<file path="config.mk">
export PLATFORM = sky130hd
export DESIGN_NAME = wrbt_top
export DESIGN_NICKNAME = d
export VERILOG_FILES = /design/src/rtl/wrbt_pkg.sv /design/src/rtl/wrbt_lfsr.sv /design/src/rtl/wrbt_addr_sel.sv /design/src/rtl/wrbt_seq_fsm.sv /design/src/rtl/wrbt_top.sv
export SDC_FILE = /design/constraint.sdc
export NUM_CORES = 1
export LEC_CHECK = 0
export ABC_AREA = 1
export BUFFER_PORTS_ARGS = -buffer_cell sky130_fd_sc_hd__buf_2
export CAP_MARGIN = 20
export CORE_MARGIN = 10
export CORE_UTILIZATION = 45
export CTS_CLUSTER_DIAMETER = 40
export DETAILED_ROUTE_END_ITERATION = 8
export PLACE_DENSITY = 0.66
export SLEW_MARGIN = 10
export SYNTH_ARGS = -nofsm -noshare
export SYNTH_HDL_FRONTEND = slang
export SYNTH_SLANG_ARGS = --single-unit
</file>
<file path="constraint.sdc">
create_clock -name clk -period 13.6 [get_ports clk]
set_input_delay 2.72 -clock clk [delete_from_list [all_inputs] [get_ports clk]]
set_output_delay 2.72 -clock clk [all_outputs]
set_load 0.05 [all_outputs]
</file>
<file path="src/rtl/wrbt_pkg.sv">
package wrbt_pkg;

  localparam int RND_W = 16;

  typedef enum logic [2:0] {
    ST_IDLE  = 3'd0,
    ST_PICK  = 3'd1,
    ST_WWAIT = 3'd2,
    ST_GAP   = 3'd3,
    ST_RWAIT = 3'd4,
    ST_NEXT  = 3'd5
  } seq_state_t;

  // Fibonacci form, taps 16,14,13,11
  function automatic logic [RND_W-1:0] rnd_step(input logic [RND_W-1:0] s);
    return {s[RND_W-2:0], s[15] ^ s[13] ^ s[12] ^ s[10]};
  endfunction

endpackage

</file>
<file path="src/rtl/wrbt_lfsr.sv">
module wrbt_lfsr
  import wrbt_pkg::*;
(
  input  logic             clk,
  input  logic             rst,
  input  logic             load,
  input  logic [RND_W-1:0] seed,
  input  logic             step,
  output logic [RND_W-1:0] value
);

  logic [RND_W-1:0] state_q;

  always_ff @(posedge clk) begin
    if (rst) begin
      state_q <= RND_W'(1);
    end else if (load) begin
      state_q <= (seed == '0) ? RND_W'(1) : seed;
    end else if (step) begin
      state_q <= rnd_step(state_q);
    end
  end

  assign value = state_q;

  // a valid maximal-length register never reaches the all-zero lockup state
  assert_lfsr_nonzero_R2: assert property (@(posedge clk) disable iff (rst)
    state_q != '0);

  // stepping moves the state exactly one position along the sequence
  assert_lfsr_step_R2: assert property (@(posedge clk) disable iff (rst)
    (step && !load) |=> (state_q[RND_W-1:1] == $past(state_q[RND_W-2:0])));

endmodule

</file>
<file path="src/rtl/wrbt_addr_sel.sv">
module wrbt_addr_sel
  import wrbt_pkg::*;
#(
  parameter int AW     = 8,
  parameter int LIST_N = 5,
  parameter int DIR_N  = 3,
  parameter int DIR_IW = 2,
  parameter logic [LIST_N*AW-1:0] ALLOW_LIST = '0,
  parameter logic [DIR_N*AW-1:0]  DIR_LIST   = '0
) (
  input  logic [RND_W-1:0]  rnd,
  input  logic [DIR_IW-1:0] dir_idx,
  input  logic              directed,
  output logic [AW-1:0]     addr
);

  logic [AW-1:0] allow_rom [LIST_N];
  logic [AW-1:0] dir_rom   [DIR_N];

  for (genvar g = 0; g < LIST_N; g++) begin : g_allow
    assign allow_rom[g] = ALLOW_LIST[g*AW +: AW];
  end
  for (genvar g = 0; g < DIR_N; g++) begin : g_dir
    assign dir_rom[g] = DIR_LIST[g*AW +: AW];
  end

  logic [RND_W-1:0] rem;
  assign rem = rnd % RND_W'(LIST_N);

  logic [AW-1:0] rnd_addr, dir_addr;

  always_comb begin
    rnd_addr = allow_rom[0];
    for (int i = 0; i < LIST_N; i++) begin
      if (rem == RND_W'(i)) rnd_addr = allow_rom[i];
    end
  end

  always_comb begin
    dir_addr = dir_rom[0];
    for (int i = 0; i < DIR_N; i++) begin
      if (dir_idx == DIR_IW'(i)) dir_addr = dir_rom[i];
    end
  end

  assign addr = directed ? dir_addr : rnd_addr;

endmodule

</file>
<file path="src/rtl/wrbt_seq_fsm.sv">
module wrbt_seq_fsm
  import wrbt_pkg::*;
#(
  parameter int AW     = 8,
  parameter int DW     = 8,
  parameter int CNT_W  = 16,
  parameter int GAP_W  = 8,
  parameter int DIR_N  = 3,
  parameter int DIR_IW = 2
) (
  input  logic              clk,
  input  logic              rst,
  input  logic              start,
  input  logic [CNT_W-1:0]  iter_count,
  input  logic [GAP_W-1:0]  gap_cycles,
  input  logic              directed,
  input  logic [RND_W-1:0]  rnd,
  input  logic [AW-1:0]     pick_addr,
  output logic              rnd_load,
  output logic              rnd_step_en,
  output logic [DIR_IW-1:0] dir_idx,
  output logic              mode_dir,
  output logic              req_valid,
  output logic              req_write,
  output logic [AW-1:0]     req_addr,
  output logic [DW-1:0]     req_wdata,
  input  logic              rsp_valid,
  input  logic              rsp_nack,
  input  logic [DW-1:0]     rsp_rdata,
  output logic [CNT_W-1:0]  pass_count,
  output logic [CNT_W-1:0]  fail_count,
  output logic              done,
  output logic [AW-1:0]     last_fail_addr
);

  seq_state_t       state_q;
  logic [CNT_W-1:0] iters_q, left_q;
  logic [GAP_W-1:0] gap_q, gap_cnt_q;
  logic [AW-1:0]    cur_addr_q;
  logic [DW-1:0]    cur_data_q;

  assign rnd_load    = start && (state_q == ST_IDLE);
  assign rnd_step_en = (state_q == ST_PICK);

  always_ff @(posedge clk) begin
    if (rst) begin
      state_q        <= ST_IDLE;
      iters_q        <= '0;
      left_q         <= '0;
      gap_q          <= '0;
      gap_cnt_q      <= '0;
      cur_addr_q     <= '0;
      cur_data_q     <= '0;
      dir_idx        <= '0;
      mode_dir       <= 1'b0;
      req_valid      <= 1'b0;
      req_write      <= 1'b0;
      req_addr       <= '0;
      req_wdata      <= '0;
      pass_count     <= '0;
      fail_count     <= '0;
      done           <= 1'b0;
      last_fail_addr <= '0;
    end else begin
      req_valid <= 1'b0;
      done      <= 1'b0;
      unique case (state_q)
        ST_IDLE: begin
          if (start) begin
            iters_q        <= iter_count;
            left_q         <= iter_count;
            gap_q          <= gap_cycles;
            mode_dir       <= directed;
            dir_idx        <= '0;
            pass_count     <= '0;
            fail_count     <= '0;
            last_fail_addr <= '0;
            if (iter_count == '0) done <= 1'b1;
            else state_q <= ST_PICK;
          end
        end
        ST_PICK: begin
          cur_addr_q <= pick_addr;
          cur_data_q <= rnd[DW-1:0];
          req_valid  <= 1'b1;
          req_write  <= 1'b1;
          req_addr   <= pick_addr;
          req_wdata  <= rnd[DW-1:0];
          state_q    <= ST_WWAIT;
        end
        ST_WWAIT: begin
          if (rsp_valid) begin
            if (rsp_nack) begin
              fail_count     <= fail_count + 1'b1;
              last_fail_addr <= cur_addr_q;
              state_q        <= ST_NEXT;
            end else begin
              gap_cnt_q <= gap_q;
              state_q   <= ST_GAP;
            end
          end
        end
        ST_GAP: begin
          if (gap_cnt_q == '0) begin
            req_valid <= 1'b1;
            req_write <= 1'b0;
            req_addr  <= cur_addr_q;
            state_q   <= ST_RWAIT;
          end else begin
            gap_cnt_q <= gap_cnt_q - 1'b1;
          end
        end
        ST_RWAIT: begin
          if (rsp_valid) begin
            if (!rsp_nack && rsp_rdata == cur_data_q) begin
              pass_count <= pass_count + 1'b1;
            end else begin
              fail_count     <= fail_count + 1'b1;
              last_fail_addr <= cur_addr_q;
            end
            state_q <= ST_NEXT;
          end
        end
        ST_NEXT: begin
          if (left_q == CNT_W'(1)) begin
            done    <= 1'b1;
            state_q <= ST_IDLE;
          end else begin
            left_q  <= left_q - 1'b1;
            dir_idx <= (dir_idx == DIR_IW'(DIR_N - 1)) ? '0 : dir_idx + 1'b1;
            state_q <= ST_PICK;
          end
        end
        default: state_q <= ST_IDLE;
      endcase
    end
  end

  assert_req_single_R3: assert property (@(posedge clk) disable iff (rst)
    req_valid |=> !req_valid);

  assert_gap_quiet_R4: assert property (@(posedge clk) disable iff (rst)
    (state_q == ST_GAP && gap_cnt_q != '0) |=> !req_valid);

  assert_tally_R5: assert property (@(posedge clk) disable iff (rst)
    (state_q == ST_NEXT) |->
      ({1'b0, pass_count} + {1'b0, fail_count} ==
       {1'b0, iters_q} - {1'b0, left_q} + (CNT_W+1)'(1)));

  assert_done_pulse_R9: assert property (@(posedge clk) disable iff (rst)
    done |=> !done);

  assert_hold_after_done_R9: assert property (@(posedge clk) disable iff (rst)
    (state_q == ST_IDLE && !start) |=> ($stable(pass_count) && $stable(fail_count)));

endmodule

</file>
<file path="src/rtl/wrbt_top.sv">
module wrbt_top
  import wrbt_pkg::*;
#(
  parameter int AW     = 8,
  parameter int DW     = 8,
  parameter int CNT_W  = 16,
  parameter int GAP_W  = 8,
  parameter int LIST_N = 5,
  parameter int DIR_N  = 3,
  parameter logic [LIST_N*AW-1:0] ALLOW_LIST = {8'h4A, 8'h35, 8'h22, 8'h11, 8'h10},
  parameter logic [DIR_N*AW-1:0]  DIR_LIST   = {8'hC0, 8'h81, 8'h80}
) (
  input  logic             clk,
  input  logic             rst,
  input  logic             start,
  input  logic [15:0]      seed,
  input  logic [CNT_W-1:0] iter_count,
  input  logic [GAP_W-1:0] gap_cycles,
  input  logic             directed,
  output logic             req_valid,
  output logic             req_write,
  output logic [AW-1:0]    req_addr,
  output logic [DW-1:0]    req_wdata,
  input  logic             rsp_valid,
  input  logic             rsp_nack,
  input  logic [DW-1:0]    rsp_rdata,
  output logic [CNT_W-1:0] pass_count,
  output logic [CNT_W-1:0] fail_count,
  output logic             done,
  output logic [AW-1:0]    last_fail_addr
);

  localparam int DIR_IW = (DIR_N > 1) ? $clog2(DIR_N) : 1;

  logic [RND_W-1:0]  rnd;
  logic              rnd_load, rnd_step_en, mode_dir;
  logic [DIR_IW-1:0] dir_idx;
  logic [AW-1:0]     pick_addr;

  wrbt_lfsr u_lfsr (
    .clk   (clk),
    .rst   (rst),
    .load  (rnd_load),
    .seed  (seed),
    .step  (rnd_step_en),
    .value (rnd)
  );

  wrbt_addr_sel #(
    .AW(AW), .LIST_N(LIST_N), .DIR_N(DIR_N), .DIR_IW(DIR_IW),
    .ALLOW_LIST(ALLOW_LIST), .DIR_LIST(DIR_LIST)
  ) u_sel (
    .rnd      (rnd),
    .dir_idx  (dir_idx),
    .directed (mode_dir),
    .addr     (pick_addr)
  );

  wrbt_seq_fsm #(
    .AW(AW), .DW(DW), .CNT_W(CNT_W), .GAP_W(GAP_W),
    .DIR_N(DIR_N), .DIR_IW(DIR_IW)
  ) u_fsm (
    .clk            (clk),
    .rst            (rst),
    .start          (start),
    .iter_count     (iter_count),
    .gap_cycles     (gap_cycles),
    .directed       (directed),
    .rnd            (rnd),
    .pick_addr      (pick_addr),
    .rnd_load       (rnd_load),
    .rnd_step_en    (rnd_step_en),
    .dir_idx        (dir_idx),
    .mode_dir       (mode_dir),
    .req_valid      (req_valid),
    .req_write      (req_write),
    .req_addr       (req_addr),
    .req_wdata      (req_wdata),
    .rsp_valid      (rsp_valid),
    .rsp_nack       (rsp_nack),
    .rsp_rdata      (rsp_rdata),
    .pass_count     (pass_count),
    .fail_count     (fail_count),
    .done           (done),
    .last_fail_addr (last_fail_addr)
  );

  function automatic logic in_allow(input logic [AW-1:0] a);
    logic hit;
    hit = 1'b0;
    for (int i = 0; i < LIST_N; i++) begin
      if (ALLOW_LIST[i*AW +: AW] == a) hit = 1'b1;
    end
    return hit;
  endfunction

  // random-mode writes only target locations on the allow-list
  assert_allow_only_R2: assert property (@(posedge clk) disable iff (rst)
    (req_valid && req_write && !mode_dir) |-> in_allow(req_addr));

  // a read always goes back to the address of the preceding write
  assert_read_same_R3: assert property (@(posedge clk) disable iff (rst)
    (req_valid && !req_write) |-> (req_addr == u_fsm.cur_addr_q));

endmodule

</file>
==> impl_results.md, run 1 <==
* Reg-to-Reg Start: u_lfsr.value[13]
* Setup WS post-layout at between 7 and 8 ns
* Number of global-route vias before repair at 6873
* Busiest grt layer: met2
* Antenna violations before repair at 0
* Largest family of logic cells by synthesized area: simple AND/OR/NAND/NOR gates
* Setup slack, reg-to-reg at 7.37 ns
* Sequential share of the synthesized area at 33.3%
* Post-CTS Setup Bufs at 0
* Post-synth EDFFs at 0
* Worst setup path class: primary input to flip-flop
* Post_cts resized at 0
* Compound-Gate Fraction of Synth Area at between 10% and 20%
* Fin util at 54.2%
* Fin nets at 1239
* Area grow syn2layout at 18.2%
* RR Endpoint: u_fsm.req_addr[4]
* Minimum clock period at 6.30 ns
* Clock sink count at 121
* Detailed placement HPWL at about 14000 microns
* Worst Path Buf+Inv at 4
* Normalized max-slew margin at 34.2%
* RSZ-0062 raised after global routing: false
* Synth Flop Type: dfxtp_1
* Final Cycle Share at 46.3%
* Simple-gate share of the synthesized area at 35.9%
* DRC Markers at 0
* Met3 Usage GRT at 4.36%
* Synth async-reset ratio at 0%
* Final Hold Fails at 0
* Clock skew at 0.0117 ns
* Cell Rows at 46
* Routed len/inst at 13.6 microns
* All-layer global routing usage at 17.7%
* Largest net degree at the start of global routing at between 50 and 60
* GRT met1 Usage at 22.0%
* Multiplexer area fraction after synthesis at 0%
* CP Data Arrival Time at roughly 6.7 ns
* Vias at 7217
* Synth Cell Area at 0.00728 sq mm
* First-pass GRT wire length at 32600 microns
* CP Depth at 12
* Ys Warns at 0
* Total CTS buffers at 17
* Post-Synthesis Cells at 1070
* Critical path origin: rsp_rdata[2]
* Initial drt markers at 489
* H-Tree Level Count at 4
* Syn Area/Cell at 6.80 sq um
* Worst Setup EP: u_fsm.pass_count[12]
* Layout cells sized above 1 at 23.4%
* Tightest Pin Transition at roughly 1 ns
* Setup TNS at 0 ns
* Worst-Skew Late Latency at approximately 0.42 ns
* XOR/XNOR share of the synthesized area at 1.32%
* Syn nets at 1132
* Clock transition at path regs at roughly 0.060 ns
* Post-Synth Adder-Cell Area at 1.37%
* Slowest CP cell: inv_1
* Dpl ws at 6.86 ns
* Worst EP required at between 10 and 15 ns
* Largest stage delay on the critical path at 0.71 ns
* Top Family by Delay on Critical Path: buffers and inverters
* Top-level I/O count at 113
* Max-cap violations at 0
* Status: completed
* CP max FO at 24
* Die area at 0.0217 sq mm
* TritonCTS clock tree: yes
* Via density at 5.13
* Worst hold slack at ~0.46 ns
* GR Layer Usage met2 at between 20 and 30%
* Synthesized flop and latch total at 121
* Root Driver: clkbuf_16
* CP Capture Type: flip-flop
* Chip width at 147 microns
* Drt total wl at 19100 microns
* Final setup vio count at 0
* Cells on worst reg2reg path at 60
* Distinct cells, synth at 56
* Core ar. at around 0.016 sq mm
* Routability congestion estimate at around 0.85
* Crit-path cells: buf_2 -> or2_2 -> a2111oi_0 -> nand4_1 -> nand2_1 -> nor2_1 -> buf_4 -> inv_1 -> nand2_1 -> inv_1 -> o21ai_0 -> a21oi_1
* 1st-pass router iterations at 4
* Die height at 147 microns
* Hold_buf cts at 0
* Setup crit start kind: primary input
* Fin. max-slew vios at 0
* Worst min path class: flip-flop to flip-flop
* Initial Utilization at ~46%
* Antenna Nets Post-Route at 0
* Fmax at 159 MHz
* Total grt overflow at 0
* Port bufs at roughly 110
* Antenna Cells at 0
* Maximum clock path buffer count at 2
[metal layers]
metal,vias to the layer above,part of all wire [%]
met5,-,0
met4,0,1.6
met3,21,4.9
met2,163,47
met1,3249,46
li1,3784,-
[area by class of cell]
type	instances	area [sq um]
Fill cell	1625	7280
Multi-Input combinational cell	770	4140
Sequential cell	121	2420
Timing Repair Buffer	119	613
Inverter	148	569
Clock buffer	21	470
Tap cell	216	270
Clock inverter	11	121
[worst reg2reg max path, delay by kind of cell (launching register included)]
kind            cells  cell delay (ns)
compound gates      4             0.59
fa+ha+maj           1             0.19
buf+inv             5             0.31
flops               1             0.38
simple gates       50             4.60
[worst min-delay path by stage]
| stage | start | to | slack, ns | cells past startpoint |
|---|---|---|---|---|
| final | u_fsm.gap_q[0] | u_fsm.gap_q[0] | 0.46 | 2 |
| after global routing | u_fsm.req_addr[6] | u_fsm.req_addr[6] | 0.48 | 2 |
| after CTS | u_fsm.gap_q[0] | u_fsm.gap_q[0] | 0.46 | 2 |
| after detailed placement | u_fsm.gap_q[0] | u_fsm.gap_q[0] | 0.45 | 2 |
| after global placement | u_fsm.gap_q[2] | u_fsm.gap_q[2] | 0.44 | 2 |
| after floorplan | u_fsm.gap_q[0] | u_fsm.gap_q[0] | 0.42 | 2 |
[placed cells by master (no fill, tap or decap), types with 4 or more instances in the layout]
cell type / n
a211oi_1: 21
a21oi_1: 79
a21oi_2: 5
a31oi_1: 16
buf_2: 112
buf_4: 7
clkbuf_16: 17
clkinv_1: 4
clkinv_2: 6
clkinvlp_4: 5
dfxtp_1: 121
ha_1: 8
inv_1: 122
inv_2: 17
nand2_1: 211
nand2_2: 57
nand2_4: 8
nand3_1: 77
nand3_2: 19
nand4_1: 13
nor2_1: 93
nor2_4: 4
nor3_1: 17
nor4_1: 12
o211ai_1: 13
o21ai_0: 63
o221ai_1: 4
xor2_1: 9
[cells by family after synthesis]
family,count (synthesis)
AND/OR/NAND/NOR,529
XOR/XNOR,11
adder cells (fa/ha/maj),8
flip-flops,121
AO/OA/AOI/OAI,222
buffers and inverters,179
[sequential cells by signal, indices dropped and copies added, names as in the netlist, 2 cells and up]
register              cells
u_fsm.gap_q               8
u_fsm.state_q             3
u_fsm.fail_count         16
u_fsm.left_q             16
u_fsm.last_fail_addr      8
u_fsm.req_addr            8
u_fsm.cur_addr_q          8
u_fsm.pass_count         16
u_lfsr.value             16
u_fsm.gap_cnt_q           8
u_fsm.cur_data_q          8
u_fsm.dir_idx             2
[metrics by stage]
step	cell area, sq um	std cells
2_1_floorplan	7280	1070
3_3_place_gp	8000	1373
3_5_place_dp	8000	1373
4_1_cts	8600	1405
5_1_grt	8600	1406
6_report	8600	1406
[cell usage after synthesis, types with 3 or more instances]
| library cell | instances | area, sq um |
|---|---|---|
| a21oi_2 | 5 | 43.8 |
| nand4_1 | 13 | 81.3 |
| nand2_4 | 8 | 90.1 |
| inv_2 | 17 | 63.8 |
| xor2_1 | 9 | 78.8 |
| a21oi_1 | 79 | 395 |
| nor2_1 | 93 | 349 |
| clkbuf_1 | 22 | 82.6 |
| dfxtp_1 | 121 | 2420 |
| nor3_1 | 19 | 95.1 |
| nand3_1 | 77 | 385 |
| o221ai_1 | 4 | 35.0 |
| o21a_1 | 3 | 22.5 |
| nor2_4 | 4 | 45.0 |
| o21ai_1 | 3 | 15.0 |
| nand2_2 | 57 | 357 |
| o211ai_1 | 13 | 97.6 |
| clkinv_1 | 4 | 15.0 |
| a31oi_1 | 16 | 100 |
| nand3b_1 | 3 | 22.5 |
| nand3_2 | 19 | 190 |
| nor4_1 | 12 | 75.1 |
| inv_1 | 122 | 458 |
| a211oi_1 | 21 | 158 |
| o21ai_0 | 63 | 315 |
| nand2_1 | 211 | 792 |
| clkinv_2 | 3 | 15.0 |
| o2111ai_1 | 3 | 26.3 |
| ha_1 | 8 | 100 |
Power of run 1 is not shown: default switching activity piles up to over one toggle a cycle in this logic, so the estimate is an artifact.
==> run 2, diff against run 1 <==
- clock period: 13.6 -> 6.2 ns (I/O delays scaled with it)
==> run 2 against run 1 <==
  * Wire length is 3.5% higher
  * Flip-flop and latch count stayed put
  * Count of clock-buffer cells in the layout is 1 lower
  * Utilization is 4.2 points higher
  * Cell count is 1.7% higher
  * Die area stayed put
  * Global-route usage is 0.34 points lower
  * Sequential share of layout area is 1.9 points lower
  * Highest routed layer unchanged
  * Clock skew is 0.0025 ns lower
  * Via count is 1.8% higher
  * Cell area is 7.8% higher
==> impl_results.md, run 2 (same netlist as run 1, synthesis figures left out) <==
* Hold_buf cts at 0 (unchanged)
* Most frequent cells in the layout: nand2_1 (186), dfxtp_1 (118), inv_1 (116)
* Maximum clock path buffer count at 2 (unchanged)
* Final setup vio count at 0 (unchanged)
* CP Capture Type: flip-flop
* Via density at 5.14 (+0.11%)
* Top Family by Delay on Critical Path: simple AND/OR/NAND/NOR gates
* Chip width at 147 microns (unchanged)
* Worst Path Buf+Inv at 11 (+7)
* Setup crit start kind: flip-flop
* Fin nets at 1262 (+1.9%)
* Clock skew at 0.00918 ns (-0.00254 ns)
* Largest stage delay on the critical path at 0.36 ns (-0.35 ns)
* Setup TNS at 0 ns (unchanged)
* Antenna violations before repair at 0 (unchanged)
* Met3 wire len at 932 microns (-0.64%)
* Root Driver: clkbuf_16
* Fin. max-slew vios at 0 (unchanged)
* Final Cycle Share at 98.9%
* Routed len/inst at 13.8 microns (+1.8%)
* Clock sink count at 121 (unchanged)
* Worst min path class: flip-flop to flip-flop
* Cell Rows at 46 (unchanged)
* Tightest Pin Transition at 1.03 ns (+0.0402 ns)
* Worst EP required at 6.55 ns (-7.40 ns)
* Drt total wl at 19800 microns (+3.5%)
* Fmax at 163 MHz
* H-Tree Level Count at 4 (unchanged)
* Worst-Skew Late Latency at 0.42 ns (about the same)
* Layout cells sized above 1 at 29.5% (+6.2 points)
* Minimum clock period at 6.13 ns
* RSZ-0062 raised after global routing: true
* Fin util at 58.4% (+4.2 points)
* Placed inst area at 0.00804 sq mm (+0.47%)
* TritonCTS clock tree: yes
* Initial Utilization at 45.8% (unchanged)
* Status: completed
* Final Hold Fails at 0 (unchanged)
* Slowest CP cell: dfxtp_4
* CP Data Arrival Time at 6.48 ns (-0.17 ns)
* Worst setup path class: flip-flop to flip-flop
* CP max FO at 8 (-67%)
* Commonest non-fill, non-tap cell in the layout: nand2_1
* Top-level I/O count at 113 (unchanged)
* Core ar. at 0.0159 sq mm (unchanged)
* Vias at 7348 (+1.8%)
* Total grt overflow at 0 (unchanged)
* Clock transition at path regs at 0.06 ns (about the same)
* All-layer global routing usage at 17.4% (-0.34 points)
* Normalized max-slew margin at 29.8% (-4.4 points)
* Top routing layer used: met4
* Met2 wire len at 9610 microns (+6.6%)
* Post-route cell area at 0.00927 sq mm (+7.8%)
* Max-cap violations at 0 (unchanged)
* Number of global-route vias before repair at 6831 (-0.61%)
* 1st-pass router iterations at 5 (+1)
* Initial drt markers at 383 (-22%)
* Routability congestion estimate at 0.870 (+2.6%)
* Die area at 0.0217 sq mm (unchanged)
* Port bufs at 112 (unchanged)
* Total CTS buffers at 17 (unchanged)
* Most used cell, CP: nand2_4
* First-pass GRT wire length at 32100 microns (-1.7%)
* Largest net degree at the start of global routing at 51 (unchanged)
* Area grow syn2layout at 27.4%
* Antenna Nets Post-Route at 0 (unchanged)
* Die height at 147 microns (unchanged)
* Fill cell count at 1536 (-5.5%)
* Detailed placement HPWL at 13900 microns (-0.80%)
* DRC Markers at 0 (unchanged)
* Met1 WL at 8990 microns (+1.6%)
run 2: changes by cell type in the layout (fill, tap and decap cells not counted), moves of 6 or more:
cell / before / now
nand3_1: 77 / 61
nand2_1: 211 / 186
buf_4: 7 / 30
nand2_2: 57 / 48
nand3_4: 1 / 15
inv_1: 122 / 116
nand2_4: 8 / 42
run 2: worst min-delay path, cell delays in order, from the launching register on:
cell,delay [ns]
dfxtp_1,0.29
inv_1,0.05
a21oi_1,0.05
run 2: through the flow:
step / hold WS [ns] / std cells / setup WS, ns
6_report: 0.447 / 1430 / 0.0707
5_1_grt: 0.474 / 1429 / -0.467
4_1_cts: 0.452 / 1410 / 0.0159
3_5_place_dp: 0.444 / 1378 / 0.0482
3_3_place_gp: 0.440 / 1378 / 0.198
2_1_floorplan: 0.425 / 1070 / 0.711
run 2: cell type report:
class	count	area [sq um]	area share [%]
multi-input cells	770	4610	49.8
well taps	216	270	2.91
clock buffers	20	447	4.82
flip-flops and latches	121	2430	26.2
diodes	1	2.50	0.0270
inverters	148	578	6.23
repair buffers	142	786	8.47
clock inverters	12	143	1.54
run 2: worst paths after layout:
path | start | depth (start not counted) | slack, ns | endpoint
setup / recovery | u_lfsr.value[14] | 71 | 0.07 | u_fsm.req_addr[1]
hold / removal | u_fsm.gap_q[2] | 2 | 0.45 | u_fsm.gap_q[2]
setup reg to reg | u_lfsr.value[14] | 71 | 0.07 | u_fsm.req_addr[1]
hold reg to reg | u_fsm.gap_q[2] | 2 | 0.45 | u_fsm.gap_q[2]
run 2: timing repair:
item / 4_1_cts / 5_1_grt
pin swaps: 0 / 55
gates resized for setup: 4 / 112
gates cloned: 0 / 0
buffers inserted: 0 / 19
endpoints found under the setup margin: 2 / 14
run 2: metal layers:
| metal | global-route usage, % | vias to the layer above |
|---|---|---|
| met5 | 0 | - |
| met1 | 21.6 | 3365 |
| met4 | 4.96 | 0 |
| met3 | 4.67 | 22 |
| li1 | - | 3835 |
| met2 | 28.8 | 126 |
Power of run 2 is left out for the same reason.
==> run 3, diff against run 2 <==
- MAX_ROUTING_LAYER: default -> met4
==> run 3 against run 2 <==
  * Via count fell by 0.23%
  * Setup slack gained 0.0032 ns
  * Utilization unchanged
  * Critical path depth unchanged
  * Fmax hardly changed
  * Count of clock-buffer cells in the layout stayed put
  * First-iteration DRC count rose by 4.4%
  * Critical path type unchanged
  * Largest cell class unchanged
==> impl_results.md, run 3 (same netlist as run 1, synthesis figures left out) <==
* Status: completed
* Top-level I/O count at 113 (unchanged)
* CP max FO at 8 (unchanged)
* Worst hold slack at 0.447 ns (-0.00000200 ns)
* Initial drt markers at 400 (+4.4%)
* Number of global-route vias before repair at 6840 (+0.13%)
* Final non-filler cell total at 1430 (unchanged)
* Vias at 7331 (-0.23%)
* Area grow syn2layout at 27.4% (unchanged)
* Slowest CP cell: dfxtp_4
* Clock transition at path regs at 0.06 ns (about the same)
* Port bufs at 112 (unchanged)
* Layout cells sized above 1 at 29.5% (unchanged)
* Setup crit start kind: flip-flop
* Cell Rows at 46 (unchanged)
* RSZ-0062 raised after global routing: true
* Core ar. at 0.0159 sq mm (unchanged)
* CP Capture Type: flip-flop
* Clock skew at 0.00812 ns (-0.00106 ns)
* Final Cycle Share at 98.8% (about the same)
* Drt total wl at 19800 microns (+0.30%)
* Fmax at 163 MHz (about the same)
* Total CTS buffers at 17 (unchanged)
* H-Tree Level Count at 4 (unchanged)
* First-pass GRT wire length at 32100 microns (about the same)
* Minimum clock period at 6.13 ns (-0.00323 ns)
* Placed insts at 1378 (unchanged)
* Via density at 5.13 (-0.23%)
* Antenna violations before repair at 0 (unchanged)
* Antenna Nets Post-Route at 0 (unchanged)
* Largest stage delay on the critical path at 0.36 ns (about the same)
* Maximum clock path buffer count at 2 (unchanged)
* Worst setup path class: flip-flop to flip-flop
* Fin nets at 1262 (unchanged)
* Total grt overflow at 0 (unchanged)
* Largest net degree at the start of global routing at 51 (unchanged)
* Final setup vio count at 0 (unchanged)
* Routability congestion estimate at 0.884 (+1.6%)
* Initial Utilization at 45.8% (unchanged)
* Most frequent cells in the layout: nand2_1 (186), dfxtp_1 (118), inv_1 (116)
* Worst EP required at 6.56 ns (about the same)
* Worst-Skew Late Latency at 0.42 ns (about the same)
* Clock sink count at 121 (unchanged)
* Dpl ws at 0.0482 ns (unchanged)
* Most used cell, CP: nand2_4
* Die height at 147 microns (unchanged)
* Hold_buf cts at 0 (unchanged)
* Normalized max-slew margin at 30.7% (+0.90 points)
* TritonCTS clock tree: yes
* Routed len/inst at 13.9 microns (+0.30%)
* Root Driver: clkbuf_16
* Chip width at 147 microns (unchanged)
* Commonest non-fill, non-tap cell in the layout: nand2_1
* Fin. max-slew vios at 0 (unchanged)
* Worst min path class: flip-flop to flip-flop
* All-layer global routing usage at 17.9% (+0.48 points)
* Final Hold Fails at 0 (unchanged)
* Die area at 0.0217 sq mm (unchanged)
* Tightest Pin Transition at 1.01 ns (-0.0132 ns)
* Max-cap violations at 0 (unchanged)
* CP Data Arrival Time at 6.48 ns (about the same)
* DRC Markers at 0 (unchanged)
* Setup WS post-layout at 0.0739 ns (+0.00323 ns)
* 1st-pass router iterations at 5 (unchanged)
* Detailed placement HPWL at 13900 microns (unchanged)
[run 3: cell counts in the layout (fill, tap and decap cells not counted)]
No cell type changed its count.
[run 3: worst max-delay path, delay by kind of cell, from the launching register on]
kind	cells	cell delay [ns]
simple gates	58	4.71
buf+inv	11	0.68
flops	1	0.36
fa+ha+maj	1	0.16
compound gates	1	0.12
[run 3: per-stage QoR]
stage / util (%) / area (sq um) / setup TNS, ns
3_5_place_dp: 50.6 / 8040 / 0
3_3_place_gp: 50.6 / 8040 / 0
2_1_floorplan: - / 7280 / 0
4_1_cts: 54.4 / 8640 / 0
5_1_grt: 58.4 / 9270 / -5.51
6_report: 58.4 / 9270 / 0
[run 3: metal layers]
layer / wire (microns) / share of wire (%) / global-route usage, % / vias up
met5: 0 / 0 / - / -
met4: 227 / 1.1 / 4.51 / 0
met3: 821 / 4.1 / 4.61 / 20
met2: 9630 / 49 / 28.8 / 114
met1: 9170 / 46 / 21.8 / 3363
li1: - / - / - / 3834
[run 3: layout make-up]
class                      count  area [sq um]
antenna                        1          2.50
clock buffer                  20           447
clock inverter                12           143
fill                        1536          6610
inverter                     148           578
multi-input combinational    770          4610
sequential                   121          2430
tap                          216           270
timing repair buffer         142           786
[run 3: path summary, 6_finish.rpt]
check	start	end	slack (ns)	cells past startpoint
hold reg to reg	u_fsm.gap_q[2]	u_fsm.gap_q[2]	0.45	2
setup reg to reg	u_lfsr.value[14]	u_fsm.req_addr[1]	0.07	71
hold / removal	u_fsm.gap_q[2]	u_fsm.gap_q[2]	0.45	2
setup / recovery	u_lfsr.value[14]	u_fsm.req_addr[1]	0.07	71
[run 3: timing repair]
action                     4_1_cts  5_1_grt
setup endpoints to repair        2       14
resized for setup                4      112
buffers inserted                 0       19
pin swaps                        0       55
Power of run 3 is left out for the same reason.
